===== src/rtl/instr_dec_pkg.sv =====
package instr_dec_pkg;
  localparam int BYTE_W    = 8;
  localparam int IMM_BYTES = 2;
  localparam int IMM_W     = BYTE_W * IMM_BYTES;
  localparam int LEN_W     = $clog2(IMM_BYTES + 2);
  localparam int CNT_W     = (IMM_BYTES > 1) ? $clog2(IMM_BYTES) : 1;

  typedef enum logic [3:0] {
    CL_HALT  = 4'd0,
    CL_GET   = 4'd1,
    CL_PUT   = 4'd2,
    CL_JUMP  = 4'd3,
    CL_NOT   = 4'd4,
    CL_OR    = 4'd5,
    CL_AND   = 4'd6,
    CL_CMP   = 4'd7,
    CL_SUB   = 4'd8,
    CL_ADD   = 4'd9,
    CL_MOVE  = 4'd10,
    CL_STORE = 4'd11,
    CL_BAD   = 4'd15
  } op_class_e;

  typedef struct packed {
    op_class_e         cls;
    logic [1:0]        rsel;
    logic [2:0]        mode;
    logic              has_imm;
    logic [IMM_W-1:0]  imm;
    logic [LEN_W-1:0]  len;
    logic              bad;
  } dec_rec_t;
endpackage


===== src/rtl/dec_rst_sync.sv =====
module dec_rst_sync #(
  parameter int STAGES = 2
) (
  input  logic clk,
  input  logic rst_n,
  output logic rst_sync_n
);
  logic [STAGES-1:0] sync_q;

  always_ff @(posedge clk or negedge rst_n) begin
    if (!rst_n) sync_q <= '0;
    else        sync_q <= {sync_q[STAGES-2:0], 1'b1};
  end

  assign rst_sync_n = sync_q[STAGES-1];
endmodule


===== src/rtl/opcode_classifier.sv =====
module opcode_classifier
  import instr_dec_pkg::*;
(
  input  logic [BYTE_W-1:0] opcode_i,
  output op_class_e         cls_o,
  output logic              has_imm_o,
  output logic              bad_o
);
  logic [2:0] grp;
  logic [1:0] rsel;
  logic [2:0] mode;
  logic       mode_disp;
  logic       mode_any_imm;

  assign grp          = opcode_i[7:5];
  assign rsel         = opcode_i[4:3];
  assign mode         = opcode_i[2:0];
  assign mode_disp    = (mode == 3'b101) || (mode == 3'b110);
  assign mode_any_imm = mode_disp || (mode == 3'b111);

  always_comb begin
    cls_o     = CL_BAD;
    has_imm_o = 1'b0;
    bad_o     = 1'b1;
    unique case (grp)
      3'b000: begin
        unique case (rsel)
          2'b00: begin
            bad_o = 1'b0;
            unique case (mode)
              3'b000:  cls_o = CL_HALT;
              3'b001:  cls_o = CL_GET;
              3'b010:  cls_o = CL_PUT;
              default: bad_o = 1'b1;
            endcase
          end
          2'b01: begin
            if (mode != 3'b111) begin
              cls_o     = CL_JUMP;
              has_imm_o = 1'b1;
              bad_o     = 1'b0;
            end
          end
          2'b10: begin
            if (mode != 3'b111) begin
              cls_o     = CL_NOT;
              has_imm_o = mode_disp;
              bad_o     = 1'b0;
            end
          end
          default: ;
        endcase
      end
      3'b111: begin
        if (mode[2] && (mode != 3'b111)) begin
          cls_o     = CL_STORE;
          has_imm_o = mode_disp;
          bad_o     = 1'b0;
        end
      end
      default: begin
        cls_o     = op_class_e'({1'b0, grp} + 4'd4);
        has_imm_o = mode_any_imm;
        bad_o     = 1'b0;
      end
    endcase
  end
endmodule


===== src/rtl/byte_sequencer.sv =====
module byte_sequencer
  import instr_dec_pkg::*;
(
  input  logic              clk,
  input  logic              rst_n,
  input  logic              byte_valid_i,
  input  logic [BYTE_W-1:0] byte_data_i,
  output logic              byte_ready_o,
  input  op_class_e         op_cls_i,
  input  logic              op_has_imm_i,
  input  logic              op_bad_i,
  output logic              rec_valid_o,
  input  logic              rec_ready_i,
  output dec_rec_t          rec_o
);
  typedef enum logic {ST_OPC, ST_IMM} seq_st_e;

  localparam logic [LEN_W-1:0] LEN_SHORT = LEN_W'(1);
  localparam logic [LEN_W-1:0] LEN_LONG  = LEN_W'(1 + IMM_BYTES);
  localparam logic [CNT_W-1:0] CNT_LAST  = CNT_W'(IMM_BYTES - 1);

  seq_st_e          st_q, st_n;
  logic [CNT_W-1:0] cnt_q, cnt_n;
  dec_rec_t         rec_q, rec_n;
  logic             vld_q, vld_n;
  logic             take, drain, upd_en;

  assign byte_ready_o = !vld_q;
  assign take         = byte_valid_i && byte_ready_o;
  assign drain        = vld_q && rec_ready_i;
  assign upd_en       = take || drain;

  always_comb begin
    st_n  = st_q;
    cnt_n = cnt_q;
    rec_n = rec_q;
    vld_n = vld_q;
    if (drain) vld_n = 1'b0;
    if (take) begin
      unique case (st_q)
        ST_OPC: begin
          rec_n.cls     = op_cls_i;
          rec_n.rsel    = byte_data_i[4:3];
          rec_n.mode    = byte_data_i[2:0];
          rec_n.has_imm = op_has_imm_i;
          rec_n.imm     = '0;
          rec_n.len     = op_has_imm_i ? LEN_LONG : LEN_SHORT;
          rec_n.bad     = op_bad_i;
          cnt_n         = '0;
          if (op_has_imm_i) st_n = ST_IMM;
          else              vld_n = 1'b1;
        end
        ST_IMM: begin
          rec_n.imm[cnt_q*BYTE_W +: BYTE_W] = byte_data_i;
          if (cnt_q == CNT_LAST) begin
            st_n  = ST_OPC;
            vld_n = 1'b1;
          end else begin
            cnt_n = cnt_q + CNT_W'(1);
          end
        end
        default: st_n = ST_OPC;
      endcase
    end
  end

  always_ff @(posedge clk or negedge rst_n) begin
    if (!rst_n) begin
      st_q  <= ST_OPC;
      cnt_q <= '0;
      rec_q <= '0;
      vld_q <= 1'b0;
    end else if (upd_en) begin
      st_q  <= st_n;
      cnt_q <= cnt_n;
      rec_q <= rec_n;
      vld_q <= vld_n;
    end
  end

  assign rec_valid_o = vld_q;
  assign rec_o       = rec_q;
endmodule


===== src/rtl/instr_byte_decoder.sv =====
module instr_byte_decoder
  import instr_dec_pkg::*;
(
  input  logic              clk,
  input  logic              rst_n,
  input  logic              byte_valid_i,
  input  logic [BYTE_W-1:0] byte_data_i,
  output logic              byte_ready_o,
  output logic              rec_valid_o,
  input  logic              rec_ready_i,
  output logic [3:0]        rec_class_o,
  output logic [1:0]        rec_reg_o,
  output logic [2:0]        rec_mode_o,
  output logic              rec_has_imm_o,
  output logic [IMM_W-1:0]  rec_imm_o,
  output logic [LEN_W-1:0]  rec_len_o,
  output logic              rec_illegal_o
);
  logic      rst_int_n;
  op_class_e op_cls;
  logic      op_has_imm;
  logic      op_bad;
  dec_rec_t  rec;

  dec_rst_sync #(.STAGES(2)) u_rst (
    .clk        (clk),
    .rst_n      (rst_n),
    .rst_sync_n (rst_int_n)
  );

  opcode_classifier u_cls (
    .opcode_i  (byte_data_i),
    .cls_o     (op_cls),
    .has_imm_o (op_has_imm),
    .bad_o     (op_bad)
  );

  byte_sequencer u_seq (
    .clk          (clk),
    .rst_n        (rst_int_n),
    .byte_valid_i (byte_valid_i),
    .byte_data_i  (byte_data_i),
    .byte_ready_o (byte_ready_o),
    .op_cls_i     (op_cls),
    .op_has_imm_i (op_has_imm),
    .op_bad_i     (op_bad),
    .rec_valid_o  (rec_valid_o),
    .rec_ready_i  (rec_ready_i),
    .rec_o        (rec)
  );

  assign rec_class_o   = rec.cls;
  assign rec_reg_o     = rec.rsel;
  assign rec_mode_o    = rec.mode;
  assign rec_has_imm_o = rec.has_imm;
  assign rec_imm_o     = rec.imm;
  assign rec_len_o     = rec.len;
  assign rec_illegal_o = rec.bad;
endmodule


===== config.mk =====
export PLATFORM = sky130hd
export DESIGN_NAME = instr_byte_decoder
export DESIGN_NICKNAME = d
export VERILOG_FILES = /design/src/rtl/instr_dec_pkg.sv /design/src/rtl/dec_rst_sync.sv /design/src/rtl/opcode_classifier.sv /design/src/rtl/byte_sequencer.sv /design/src/rtl/instr_byte_decoder.sv
export SDC_FILE = /design/constraint.sdc
export NUM_CORES = 1
export LEC_CHECK = 0
export BUFFER_PORTS_ARGS = -buffer_cell sky130_fd_sc_hd__buf_2
export CORE_MARGIN = 2
export CORE_UTILIZATION = 45
export CTS_BUF_LIST = sky130_fd_sc_hd__clkbuf_2 sky130_fd_sc_hd__clkbuf_4 sky130_fd_sc_hd__clkbuf_8
export CTS_CLUSTER_DIAMETER = 60
export DETAILED_ROUTE_END_ITERATION = 7
export PLACE_DENSITY_LB_ADDON = 0.05
export SETUP_SLACK_MARGIN = 0.15
export SLEW_MARGIN = 20
export SYNTH_ARGS = -nofsm -noshare
export SYNTH_HDL_FRONTEND = slang
export SYNTH_SLANG_ARGS = --single-unit

===== constraint.sdc =====
create_clock -name clk -period 1.1 [get_ports clk]
set_input_delay 0.11 -clock clk [delete_from_list [all_inputs] [get_ports clk]]
set_output_delay 0.11 -clock clk [all_outputs]
set_load 0.1 [all_outputs]

# Yosys cells after proc, flatten, opt, wreduce, memory -nomap -nowiden
# Cells that the tools add are included.
[classes]
shift = 2
addsub = 3
bitwise = 1
n_reduce_logical = 14
mux = 29
eq_ne = 9
[op_table]
columns = ["cell", "count"]
rows = [
  ["$neg A4 Y34", 1],
  ["$shift A8 B34 Y16 const A", 1],
  ["$shiftx A8 B34 Y16", 1],
  ["$pmux W16 S2", 1],
  ["$pmux W4 S3", 2],
  ["$bwmux W16", 1],
  ["$pmux W1 S2", 7],
  ["$mux W1", 13],
  ["$eq A3 B3 Y1 const B", 4],
  ["$mux W4", 2],
  ["$pmux W4 S2", 1],
  ["$logic_not A3 Y1", 2],
  ["$add A3 B3 Y4 const B", 1],
  ["$eq A3 B1 Y1 const B", 1],
  ["$eq A3 B2 Y1 const B", 1],
  ["$logic_and A1 B1 Y1", 3],
  ["$logic_or A1 B1 Y1", 3],
  ["$mux W3", 1],
  ["$ne A3 B3 Y1 const B", 1],
  ["$reduce_and A3 Y1", 1],
  ["$reduce_or A3 Y1", 1],
  ["$eq A2 B1 Y1 const B", 1],
  ["$eq A2 B2 Y1 const B", 1],
  ["$logic_not A2 Y1", 1],
  ["other kinds (6)", 6],
]
[word_totals]
regBits = 34
wordCells = 69

# Longest topological paths before layout
[logic_depth]
word_depth = 8
ltp_mapped = 6
mapped_depth_nobuf = 6

# Cells and area by module
# From an unflattened synthesis, not the netlist that was laid out.
[unflattened]
hier_cells = 123
area_unflattened_um2 = 1576.5
[modules_own_cells]
columns = ["module", "seq_area_each_um2", "area_each_um2", "instances", "cells_each"]
rows = [
  ["byte_sequencer", 775.7, 1247.4, 1, 82],
  ["opcode_classifier", 0.0, 275.3, 1, 38],
  ["dec_rst_sync", 50.0, 53.8, 1, 3],
]

# Least setup slack after synthesis
# Ideal clock, no wire load.
[synth_path]
path_kind = "register to register"
startpoint = "register u_seq.vld_q, in the netlist u_seq.rec_valid_o"
endpoint = "register u_seq.rec_q (netlist bit u_seq.rec_o[10])"
required_time_ps = 977
path_buffers = 0
path_stages_with_launch = 5
slack_ps = -687
arrival_ps = 1664
synth_period_minus_slack_ps = 1787
path_cell_list = "dfrtp_1 > and2b_2 > nand2_1 > nor2_1 > a22o_1"
[synth_via]
elab_chain_len = 4
[synth_lines]
columns = ["item", "line_no", "text"]
rows = [
  ["from (decl)", "byte_sequencer.sv:25", "logic vld_q, vld_n;"],
  ["from (signal assigned)", "byte_sequencer.sv:77", "vld_q <= vld_n;"],
  ["$logic_not A1 Y1", "byte_sequencer.sv:28", "assign byte_ready_o = !vld_q;"],
  ["$logic_and A1 B1 Y1", "byte_sequencer.sv:29", "assign take = byte_valid_i && byte_ready_o;"],
  ["$logic_or A1 B1 Y1", "byte_sequencer.sv:31", "assign upd_en = take || drain;"],
  ["$reduce_and A2 Y1 (no source line) *", "-", ""],
  ["to (signal assigned)", "byte_sequencer.sv:76", "rec_q <= rec_n;"],
  ["to (decl)", "byte_sequencer.sv:24", "dec_rec_t rec_q, rec_n;"],
]
# Mark *: on every way between the ends. The rest lies on a longest branch, timed or not.
# A chain may end at the register's enable or synchronous reset.

# Final worst setup path
[layout_path]
startpoint = "register u_seq.vld_q, in the netlist u_seq.rec_valid_o"
endpoint = "register u_seq.rec_q (netlist bit u_seq.rec_o[27])"
[layout_via]
elab_chain_len = 4
[layout_lines]
columns = ["item", "line_no"]
rows = [
  ["$logic_not A1 Y1", "byte_sequencer.sv:28"],
  ["$logic_and A1 B1 Y1", "byte_sequencer.sv:29"],
  ["$logic_or A1 B1 Y1", "byte_sequencer.sv:31"],
  ["$reduce_and A3 Y1 (no source line) *", "-"],
]
# Marked as above.

==> out/results.tsv <==
metric	value	unit
status	finished with violations	
failing checks	negative setup slack	
register bit total from synthesis	33	
R2R Setup Slk	-0.36	ns
Remaining Overflow, GRT	0	
post-route minimum period	1.46	ns
clk sinks	33	
Final WS setup	-0.357	ns
vias	1456	
initial antenna violation count	0	
Final Slew Violations	0	
CTS Buf Count	5	
crit start category	flop	
first-pass GRT wire length	7450	um
Ys Warns	0	
RSZ-0062 raised after global routing	true	
Reg clk slew, reported paths	0.09	ns
Post-Syn Area	1470	um2
endpoints failing setup	34	
Crit Path Max Fanout	4	
pre-CTS setup slack	-0.368	ns
Slowest cell on crit path	dfrtp_4	
CP max stage delay	0.49	ns
most frequent cells in the layout	38 x buf_4, 32 x buf_12, 26 x dfrtp_2, 18 x nand2_1, 16 x a22o_1	
Clock Latency Late Sink	0.34	ns
Hold Crit Class	in2async	
DRC	0	
DRT iter0 DRCs	91	
Slew @ Worst Pin	0.515	ns
Via-to-Cell Ratio	5.52	
RR Endpoint	u_seq.rec_o[27]$_DFFE_PN0P_	
Setup crit end kind	flop	
Netlist cell types	35	
die width	61.2	um
vias in the first global route	1524	
antenna viol nets, final	0	
RePlAce Congestion	1.01	
antenna diode count	0	
Buf/Inv on CP	0	
Starting Density	47.8	%
CTS tree	done	
Overall Global Routing Usage	28.3	%
core box area	3080	um2
total wire length	4930	um
Post-Synthesis Cells	135	
most common cell after layout, fill and taps aside	buf_4	
worst r2r src	u_seq.rec_valid_o$_DFFE_PN0P_	
CP arrival	1.69	ns
Clock Tree Root	clkbuf_4	
worst path required time	1.33	ns
Clock Skews	0.0115	ns
Ports	43	
Top Family by Delay on Critical Path	compound AO/OA/AOI/OAI gates	
CP Class	reg2reg	
first-pass iteration count of the detailed router	4	
Die Y	61.2	um
WL per Instance	18.7	um
Longest Clk Path Bufs	2	
fin crit share	132	%
Synth Area per Inst	10.9	um2
post-DP HPWL	3150	um
Mapped Nets	151	
critical-path cell list	and2b_2 > nand2_2 > a311o_1 > o22a_1	
Reg2Reg Depth	4	
row cnt	20	
Die ar.	3740	um2
largest net degree at the start of global routing	18	
share of layout cells above drive strength 1	62.3	%
area grow syn2layout	81.4	%
# nets final	235	
port bufs	42	
number of H-tree levels	2	
Hold Vio Cnt, Final	0	
sequential cell area fraction in the yosys report	56.2	%
Max Freq	686	MHz
maxcap violations	0	
Max-slew headroom	65.6	%
routing by layer:
layer	global-route usage [%]	wire length, um	vias up
li1	-	-	643
met1	34.8	1980	708
met2	43.6	2420	81
met3	9.87	316	24
met4	15.5	206	0
met5	0	0	-
synthesized netlist by cell type:
cell	count	share of area (%)
or2_1	1	0.43
o21a_1	1	0.51
o32ai_1	1	0.60
a21oi_1	4	1.4
o21ai_0	8	2.7
a2111oi_2	1	1.0
clkbuf_1	1	0.26
a22o_1	16	9.5
a311oi_1	2	1.2
conb_1	1	0.26
nor2_1	7	1.8
buf_4	1	0.51
nand2_1	20	5.1
a31oi_1	2	0.85
nor3_4	1	1.1
and3_1	2	0.85
nand3_1	1	0.34
buf_2	4	1.4
o21bai_1	1	0.51
clkbuf_2	1	0.34
or2_2	1	0.43
nand2b_1	2	0.85
dfrtp_1	33	56
nand3b_1	1	0.51
a21o_2	1	0.60
a211o_1	1	0.60
ha_1	4	3.4
and2b_2	1	0.60
o21ai_1	2	0.68
nor3_2	1	0.68
o22a_1	2	1.2
nand4_1	1	0.43
a311o_1	1	0.68
mux2_2	1	0.77
inv_1	7	1.8
cell families (layout without fill, tap and decap cells):
family	Yosys count	in the layout	synth area share (%)
AOI/OAI and AO/OA	43	43	22.0
adders and majority gates	4	4	3.40
buffers and inverters	14	99	4.26
DFF	33	33	56.2
muxes	1	1	0.766
other	1	1	0.255
and+or+nand+nor	39	39	13.1
how the worst max path moves through the flow:
stage                             startpoint                           to  slack [ns]  depth (start not counted)
5_1_grt        u_seq.rec_valid_o$_DFFE_PN0P_  u_seq.rec_o[27]$_DFFE_PN0P_       -0.38                          4
2_1_floorplan  u_seq.rec_valid_o$_DFFE_PN0P_  u_seq.rec_o[27]$_DFFE_PN0P_       -0.45                          4
4_1_cts        u_seq.rec_valid_o$_DFFE_PN0P_  u_seq.rec_o[27]$_DFFE_PN0P_       -0.32                          4
3_3_place_gp                  byte_data_i[3]   u_seq.rec_o[0]$_DFFE_PN0P_       -0.27                          6
3_5_place_dp                  byte_data_i[4]  u_seq.rec_o[27]$_DFFE_PN0P_       -0.37                          6
6_report       u_seq.rec_valid_o$_DFFE_PN0P_  u_seq.rec_o[27]$_DFFE_PN0P_       -0.36                          4
worst reg2reg max path: cells and delay by family (launching register included):
family | cells | cell delay, ns
AO/OA/AOI/OAI | 2 | 0.50
flip-flops | 1 | 0.49
AND/OR/NAND/NOR | 2 | 0.36
what timing repair did:
action / CTS / global route
resized for setup: 11 / 8
pin swaps: 1 / 3
endpoints found under the setup margin: 62 / 62
setup buffers: 8 / 5
endpoints found under the hold margin: 2 / 0
hold buffers: 1 / 0
cloned: 0 / 0
state kept, by name, summed over array words and instances (netlist names):
name,flops
u_seq.st_q,1
u_rst.sync_q,2
u_seq.rec_o,28
u_seq.rec_valid_o,1
u_seq.cnt_q,1
through the flow:
stage / instances / instance area (um2) / hold WS [ns] / TNS [ns] / utilization [%]
after global placement: 242 / 2440 / -0.105 / -5.89 / 79.2
final: 264 / 2670 / 0.0864 / -8.01 / 86.6
after floorplan: 135 / 1540 / -0.186 / -9.38 / -
after detailed placement: 242 / 2440 / -0.102 / -7.46 / 79.2
after global routing: 264 / 2670 / 0.0811 / -8.94 / 86.6
after CTS: 259 / 2600 / 0.0591 / -6.81 / 84.6
layout make-up:
cell class | count | area (um2)
inverters | 7 | 26.3
flip-flops and latches | 33 | 866
multi-input cells | 88 | 646
repair buffers | 84 | 1010
fillers | 154 | 412
well taps | 44 | 55.1
clock buffers | 8 | 60.1
Power is not shown: default switching activity piles up to over one toggle a cycle in this logic, so the estimate is an artifact.
